File: src/rtl/rp_pkg.sv
package rp_pkg;

  localparam logic [2:0] RP_MODE_OFF  = 3'd0;
  localparam logic [2:0] RP_MODE_LONG = 3'd1;
  localparam logic [2:0] RP_MODE_MID  = 3'd2;
  localparam logic [2:0] RP_MODE_FAST = 3'd7;

  // Interval length in clocks for a mode code; 0 means no periodic refresh.
  function automatic logic [31:0] rp_period(input logic [2:0] mode,
                                            input logic [31:0] long_cyc,
                                            input logic [31:0] mid_cyc,
                                            input logic [31:0] fast_cyc);
    logic [31:0] p;
    case (mode)
      RP_MODE_LONG: p = long_cyc;
      RP_MODE_MID:  p = mid_cyc;
      RP_MODE_FAST: p = fast_cyc;
      default:      p = 32'd0;
    endcase
    return p;
  endfunction

  // Next owed count given an expiry and an acknowledge.
  function automatic logic [7:0] rp_owed_next(input logic [7:0] owed,
                                              input logic [7:0] full,
                                              input logic       expire,
                                              input logic       ack);
    logic serve;
    serve = ack && (owed != 8'd0);
    if (expire && !serve)
      return (owed == full) ? owed : owed + 8'd1;
    else if (serve && !expire)
      return owed - 8'd1;
    return owed;
  endfunction

endpackage

File: src/rtl/rp_interval_sel.sv
module rp_interval_sel
  import rp_pkg::*;
#(
  parameter int unsigned LONG_CYC = 2080,
  parameter int unsigned MID_CYC  = 1040,
  parameter int unsigned FAST_CYC = 128,
  parameter int unsigned CNT_W    = 12
) (
  input  logic [2:0]       mode_i,
  output logic [CNT_W-1:0] period_o,
  output logic             enabled_o
);

  logic [31:0] period_full;

  always_comb begin
    period_full = rp_period(mode_i, 32'(LONG_CYC), 32'(MID_CYC), 32'(FAST_CYC));
    period_o    = period_full[CNT_W-1:0];
    enabled_o   = (period_full != 32'd0);
  end

endmodule

File: src/rtl/rp_down_counter.sv
module rp_down_counter #(
  parameter int unsigned CNT_W = 12
) (
  input  logic             clk_i,
  input  logic             rst_ni,
  input  logic [2:0]       mode_i,
  input  logic [CNT_W-1:0] period_i,
  input  logic             enabled_i,
  output logic             tick_o,
  output logic             mode_chg_o
);

  logic [2:0]       mode_q;
  logic [CNT_W-1:0] cnt_q;
  logic [CNT_W-1:0] reload;

  assign reload     = enabled_i ? (period_i - CNT_W'(1)) : '0;
  assign mode_chg_o = (mode_i != mode_q);
  assign tick_o     = enabled_i && !mode_chg_o && (cnt_q == '0);

  always_ff @(posedge clk_i) begin
    if (!rst_ni) begin
      mode_q <= 3'd0;
      cnt_q  <= '0;
    end else begin
      mode_q <= mode_i;
      if (mode_chg_o || tick_o)
        cnt_q <= reload;
      else if (!enabled_i)
        cnt_q <= '0;
      else
        cnt_q <= cnt_q - CNT_W'(1);
    end
  end

endmodule

File: src/rtl/rp_owed_counter.sv
module rp_owed_counter
  import rp_pkg::*;
#(
  parameter int unsigned OWED_W = 3
) (
  input  logic              clk_i,
  input  logic              rst_ni,
  input  logic              inc_i,
  input  logic              ack_i,
  output logic [OWED_W-1:0] owed_o,
  output logic              req_o
);

  localparam logic [7:0] FULL = 8'((1 << OWED_W) - 1);

  logic [OWED_W-1:0] owed_q;
  logic [7:0]        owed_nx;

  assign owed_nx = rp_owed_next(8'(owed_q), FULL, inc_i, ack_i);

  always_ff @(posedge clk_i) begin
    if (!rst_ni) owed_q <= '0;
    else         owed_q <= owed_nx[OWED_W-1:0];
  end

  assign owed_o = owed_q;
  assign req_o  = |owed_q;

endmodule

File: src/rtl/refresh_pacer.sv
module refresh_pacer #(
  parameter int unsigned LONG_CYC = 2080,
  parameter int unsigned MID_CYC  = 1040,
  parameter int unsigned FAST_CYC = 128,
  parameter int unsigned OWED_W   = 3
) (
  input  logic              clk_i,
  input  logic              rst_ni,
  input  logic [2:0]        mode_i,
  input  logic              ack_i,
  output logic              req_o,
  output logic [OWED_W-1:0] owed_o
);

  localparam int unsigned MAX_A = (LONG_CYC > MID_CYC) ? LONG_CYC : MID_CYC;
  localparam int unsigned MAX_CYC = (MAX_A > FAST_CYC) ? MAX_A : FAST_CYC;
  localparam int unsigned CNT_W = $clog2(MAX_CYC + 1);

  logic [CNT_W-1:0] period_w;
  logic             enabled_w;
  logic             tick_w;
  logic             mode_chg_w;

  rp_interval_sel #(
    .LONG_CYC(LONG_CYC), .MID_CYC(MID_CYC), .FAST_CYC(FAST_CYC), .CNT_W(CNT_W)
  ) u_sel (
    .mode_i   (mode_i),
    .period_o (period_w),
    .enabled_o(enabled_w)
  );

  rp_down_counter #(.CNT_W(CNT_W)) u_cnt (
    .clk_i     (clk_i),
    .rst_ni    (rst_ni),
    .mode_i    (mode_i),
    .period_i  (period_w),
    .enabled_i (enabled_w),
    .tick_o    (tick_w),
    .mode_chg_o(mode_chg_w)
  );

  rp_owed_counter #(.OWED_W(OWED_W)) u_owed (
    .clk_i (clk_i),
    .rst_ni(rst_ni),
    .inc_i (tick_w),
    .ack_i (ack_i),
    .owed_o(owed_o),
    .req_o (req_o)
  );

endmodule

File: config.mk
export PLATFORM = sky130hd
export DESIGN_NAME = refresh_pacer
export DESIGN_NICKNAME = d
export VERILOG_FILES = /design/src/rtl/rp_pkg.sv /design/src/rtl/rp_interval_sel.sv /design/src/rtl/rp_down_counter.sv /design/src/rtl/rp_owed_counter.sv /design/src/rtl/refresh_pacer.sv
export SDC_FILE = /design/constraint.sdc
export NUM_CORES = 1
export LEC_CHECK = 0
export BUFFER_PORTS_ARGS = -buffer_cell sky130_fd_sc_hd__buf_2
export CAP_MARGIN = 0
export CORE_ASPECT_RATIO = 0.8
export CORE_MARGIN = 3
export CORE_UTILIZATION = 55
export CTS_BUF_LIST = sky130_fd_sc_hd__clkbuf_16
export CTS_CLUSTER_DIAMETER = 150
export CTS_CLUSTER_SIZE = 25
export DETAILED_ROUTE_END_ITERATION = 10
export PLACE_DENSITY = 0.75
export SYNTH_ARGS = -nofsm -noshare
export SYNTH_HDL_FRONTEND = slang
export SYNTH_SLANG_ARGS = --single-unit
export TNS_END_PERCENT = 50
File: constraint.sdc
create_clock -name clk_i -period 3.3 [get_ports clk_i]
set_clock_uncertainty 0.15 [all_clocks]
set_input_delay 0.66 -clock clk_i [delete_from_list [all_inputs] [get_ports clk_i]]
set_output_delay 0.66 -clock clk_i [all_outputs]
set_load 0.05 [all_outputs]
======== After elaboration in Yosys (flattened, before gate mapping) ========
Cells that the tools add are included.
W data, S select, Z words.
storage, ports and cells
  flip-flop bits (word level) ............. 18
  output and inout bits ................... 4
  logic and storage cells ................. 36
operators by class
  $add $sub $neg .......................... 4
  equal/unequal tests ..................... 6
  multiplexer cells ....................... 9
  reductions and logical operators ........ 14
operator list
  cell                     count
  $mux W12                 3
  $pmux W12 S3             1
  $reduce_bool A32 Y1      1
  $sub A12 B1 Y12 const B  2
  $logic_not A12 Y1        1
  $mux W3                  3
  $eq A3 B3 Y1 const B     2
  $logic_and A1 B1 Y1      5
  $add A3 B1 Y3 const B    1
  $eq A3 B1 Y1 const B     1
  $eq A3 B2 Y1 const B     1
  $logic_not A1 Y1         3
  $ne A3 B3 Y1             1
  $reduce_bool A3 Y1       1
  $reduce_or A3 Y1         1
  $sub A3 B1 Y3 const B    1
  $mux W1                  2
  $ne A2 B2 Y1 const B     1
  $reduce_and A2 Y1        1
  $logic_or A1 B1 Y1       1

======== Logic depth before layout (Yosys ltp) ========
  word-level depth ........................ 10
  gate-level depth with buffers ........... 9
  depth with buffers taken out ............ 9

======== Hierarchy ========
Synthesis repeated with hierarchy kept, for this count alone.
unflattened totals
  cells, all modules ...................... 171
  area, all modules ....................... 1440.1 sq um
modules (own cells, without submodules)
  module           instances  cells an instance  area an instance (sq um)
  rp_down_counter  1          114                994.7
  rp_owed_counter  1          41                 329.1
  rp_interval_sel  1          16                 116.4

======== Worst setup path after synthesis ========
Ideal clock, no wire load.
  kind .................................... in2reg
  start ................................... input port mode_i[0]
  end ..................................... register u_owed.owed_q[2] (netlist: u_owed.owed_o[2])
  library setup time ...................... 0.072 ns
  arrival ................................. 2.646 ns
  setup slack ............................. 0.432 ns
  stages .................................. 9
  buffers on the path ..................... 0
  path through ............................ inv_1 or3_1 ha_1 o211ai_4 nand4_1 fa_1 or2_2 mux2i_1 mux2i_1
on the way
  word-level cells in the longest chain between the ends .. 10
  elaborated cells between the ends (all ways) .. 17
ends and longest elaborated chain
  what                                        RTL line               text
  start: declaration                          refresh_pacer.sv:9     input logic [2:0] mode_i,
  $eq A3 B3 Y1, or another cell as far along  rp_pkg.sv:14           case (mode)
  $pmux W12 S3                                rp_pkg.sv:14
  $reduce_bool A32 Y1                         rp_interval_sel.sv:19  enabled_o = (period_full != 32'd0);
  $logic_and A1 B1 Y1 * (2 in series)         rp_down_counter.sv:19  assign tick_o = enabled_i && !mode_chg_o && (cnt_q == '0);
  $logic_not A1 Y1                            rp_pkg.sv:32           else if (serve && !expire)
  $logic_and A1 B1 Y1                         rp_pkg.sv:32
  $mux W1                                     rp_pkg.sv:32
  $mux W1                                     rp_pkg.sv:30           if (expire && !serve)
  $reduce_and A2 Y1 (no line)                 --
  end signal: assignment                      rp_owed_counter.sv:23  else owed_q <= owed_nx[OWED_W-1:0];
  end: declaration                            rp_owed_counter.sv:16  logic [OWED_W-1:0] owed_q;
Every way passes the cells marked *; elsewhere a longest branch is shown, timed or not.
A chain may end at the register's enable or synchronous reset.

======== Worst setup path in the final report ========
Same ends and word-level chain as after synthesis.

==> results_dict.tcl <==
set metrics [dict create \
    cts_buffers 3 \
    yosysSeqAreaShare 0.326 \
    crit_required_ns 3.33 \
    rrSetupSlack_ns 0.75 \
    htreeDepth 1 \
    synth_top_family_by_area "simple AND/OR/NAND/NOR gates" \
    endpoint "u_owed.owed_o[2]" \
    drv_cap 0 \
    hold_viol_final 0 \
    setup_viol_count_final 0 \
    rsz0062_at_grt "no" \
    fin_tns_setup_ns 0 \
    leakagePower_uw 0.000510 \
    slew_headroom 0.535 \
    max_slew.worst_pin.slew_ns 0.696 \
    status "complete, no violations" \
    die-area_mm2 0.00259 \
    reg2reg_depth 7 \
    drc 0 \
    syn_avg_cell_area_um2 10.0 \
    grt_max_degree 19 \
    cts_buffer_depth 2 \
    critPathLaunchType "primary input" \
    worstSetupPathType "primary input to flip-flop" \
    synthAdderAreaFrac 0.0634 \
    fin_crit_ns 2.88 \
    io_buffers 9 \
    ant_nets 0 \
    via_count 829 \
    start_util 0.629 \
    nets 133 \
    gr-total-overflow 0 \
    yosysTopAreaCell "dfxtp_1" \
    placedInstanceArea_mm2 0.00116 \
    dp_hpwl_um 1540 \
    ys_warn_count 0 \
    drive_gt1_frac 0.225 \
    grt_pass1_wl_um 3620 \
    clk_pin_slew_ns 0.05 \
    final_cells 142 \
    grt_pass1_vias 819 \
    core_area_mm2 0.00176 \
    final_util 0.704 \
    postRouteWirelength_um 2080 \
    syn_nets 121 \
    hold_path.class "flip-flop to flip-flop" \
    clk_latency_ns 0.25 \
    place_inst 139 \
    p_per_area_mw_per_mm2 662 \
    ir_worst_vdd_v 0.000393 \
    synth_area_mm2 0.00110 \
    regToRegEndpoint "u_owed.owed_o[2]" \
    area_growth_pct 12.0 \
    synth-seq-cells 18 \
    critPathMaxFanout 6 \
    fillers 143 \
    stdcell_area_mm2 0.00124 \
    cts.sinks 18 \
    num_rows 13 \
    n_antenna_cell 0 \
    drt_iter0_drc 19 \
    via_per_inst 5.84 \
    r2r_start "u_cnt.cnt_q[4]" \
    synthXorXnorAreaFrac 0.0951 \
    finalMaxSlewViolations 0 \
    synth_top_area_share 0.326 \
    finalPower_uw 820 \
    die_x_um 56.1 \
    period_share 0.873 \
    die_height_um 46.1 \
    place_congestion 0.763 \
    postCtsHoldBufs 0 \
    yosys-mux-area-fraction 0.0578 \
    synthTopCellsByArea "dfxtp_1 33%, xnor2_1 4.8%, xor2_1 4.8%" \
    synth_cells 110 \
    crit_path_start "mode_i[0]" \
    synth_compound_area_frac 0.165 \
    wl_per_cell_um 14.6 \
    grt_usage 0.191 \
    cts-root-buf "clkbuf_16" \
    yosys.area_share.simple 0.265 \
    pin_count 10 \
    postCtsSetupBuffers 0 \
    antenna_found_initial 0 \
    cts_resized 0 \
    dr.pass1.iters 4 \
    fmax_ghz 0.347 \
    synth.distinct_cells 42 \
    endpoint_kind "flip-flop" \
    tritoncts "yes" \
    arrival_ns 2.91 \
]
## report_power, final
| group | total, uW | leakage [uW] | switching (uW) | internal [uW] |
|---|---|---|---|---|
| clock | 234 | 0.0000370 | 74.6 | 159 |
| sequential | 283 | 0.000149 | 37.6 | 246 |
| combinational | 302 | 0.000325 | 192 | 110 |
## area by class of cell
cell class / instances / area (um^2) / area share
Tap cell: 22 / 27.5 / 0.0222
Timing Repair Buffer: 9 / 45.0 / 0.0364
Inverter: 4 / 15.0 / 0.0121
Clock buffer: 3 / 75.1 / 0.0607
Multi-Input combinational cell: 86 / 714 / 0.577
Sequential cell: 18 / 360 / 0.291
## synth_stat cells
| library cell | number |
|---|---|
| dfxtp_1 | 18 |
| nand2_1 | 10 |
| nor2_1 | 7 |
| xnor2_1 | 6 |
| xor2_1 | 6 |
| mux2i_1 | 5 |
| a211oi_2 | 4 |
| a21oi_1 | 4 |
| ha_1 | 4 |
| inv_1 | 4 |
| and2_1 | 3 |
| nor2b_1 | 3 |
| o21a_1 | 3 |
| and3_1 | 2 |
| nand2b_1 | 2 |
| nand3_1 | 2 |
| or3_1 | 2 |
| a21boi_4 | 1 |
| a21o_1 | 1 |
| a311oi_2 | 1 |
| a31oi_1 | 1 |
| and4b_4 | 1 |
| buf_6 | 1 |
| clkbuf_1 | 1 |
| fa_1 | 1 |
| mux2i_2 | 1 |
| nand3_4 | 1 |
| nand4_1 | 1 |
| nand4b_1 | 1 |
| nor3_4 | 1 |
| nor3b_1 | 1 |
| nor3b_2 | 1 |
| nor4_1 | 1 |
| nor4_4 | 1 |
| nor4b_1 | 1 |
| o211ai_4 | 1 |
| o21ai_0 | 1 |
| o31ai_1 | 1 |
| o41ai_1 | 1 |
| or2_2 | 1 |
| or3b_4 | 1 |
| or4_1 | 1 |
## critical path, stage by stage
cell,delay (ns)
buf_2,0.13
inv_1,0.09
or3_1,0.40
ha_1,0.27
o211ai_4,0.15
nand4_1,0.16
fa_1,0.40
or2_2,0.31
mux2i_1,0.16
mux2i_1,0.18
## metrics by stage
stage,worst slack (ns),hold slack [ns]
after global placement,0.238,0.328
after CTS,0.420,0.360
after detailed placement,0.168,0.348
final,0.418,0.350
after floorplan,0.432,0.303
after global routing,0.252,0.405
## cell families after synthesis
kind of cell | count (synthesis)
AND/OR/NAND/NOR | 44
AO/OA/AOI/OAI | 19
flip-flops | 18
XOR/XNOR | 12
buffers and inverters | 6
multiplexers | 6
adder cells (fa/ha/maj) | 5
## state kept, by name (all words and copies together), names as in the netlist
name	flops
u_cnt.cnt_q	12
u_cnt.mode_q	3
u_owed.owed_o	3
## routing by layer
metal  global-route usage  share of wire
met1                0.228           0.46
met2                0.298           0.46
met3               0.0728          0.050
met4                0.114          0.027
met5                    0              0
## how the worst min path moves through the flow
stage                         startpoint             end  slack, ns  depth (start not counted)
after floorplan           u_cnt.cnt_q[0]  u_cnt.cnt_q[0]       0.30                          1
after detailed placement  u_cnt.cnt_q[0]  u_cnt.cnt_q[0]       0.35                          1
final                     u_cnt.cnt_q[0]  u_cnt.cnt_q[0]       0.35                          1
after global placement    u_cnt.cnt_q[0]  u_cnt.cnt_q[0]       0.33                          1
after CTS                 u_cnt.cnt_q[0]  u_cnt.cnt_q[0]       0.36                          1
after global routing      u_cnt.cnt_q[0]  u_cnt.cnt_q[0]       0.41                          1
## layout by cell type, fill, tap and decap left out, types with 4 or more instances in the layout
cell type / netlist / final
a21oi_1: 4 / 4
xnor2_1: 6 / 6
nand2_1: 10 / 10
nor2_1: 7 / 7
buf_2: 0 / 9
inv_1: 4 / 4
mux2i_1: 5 / 5
ha_1: 4 / 4
a211oi_2: 4 / 4
xor2_1: 6 / 6
dfxtp_1: 18 / 18
Power figures use the tool's default switching activity.
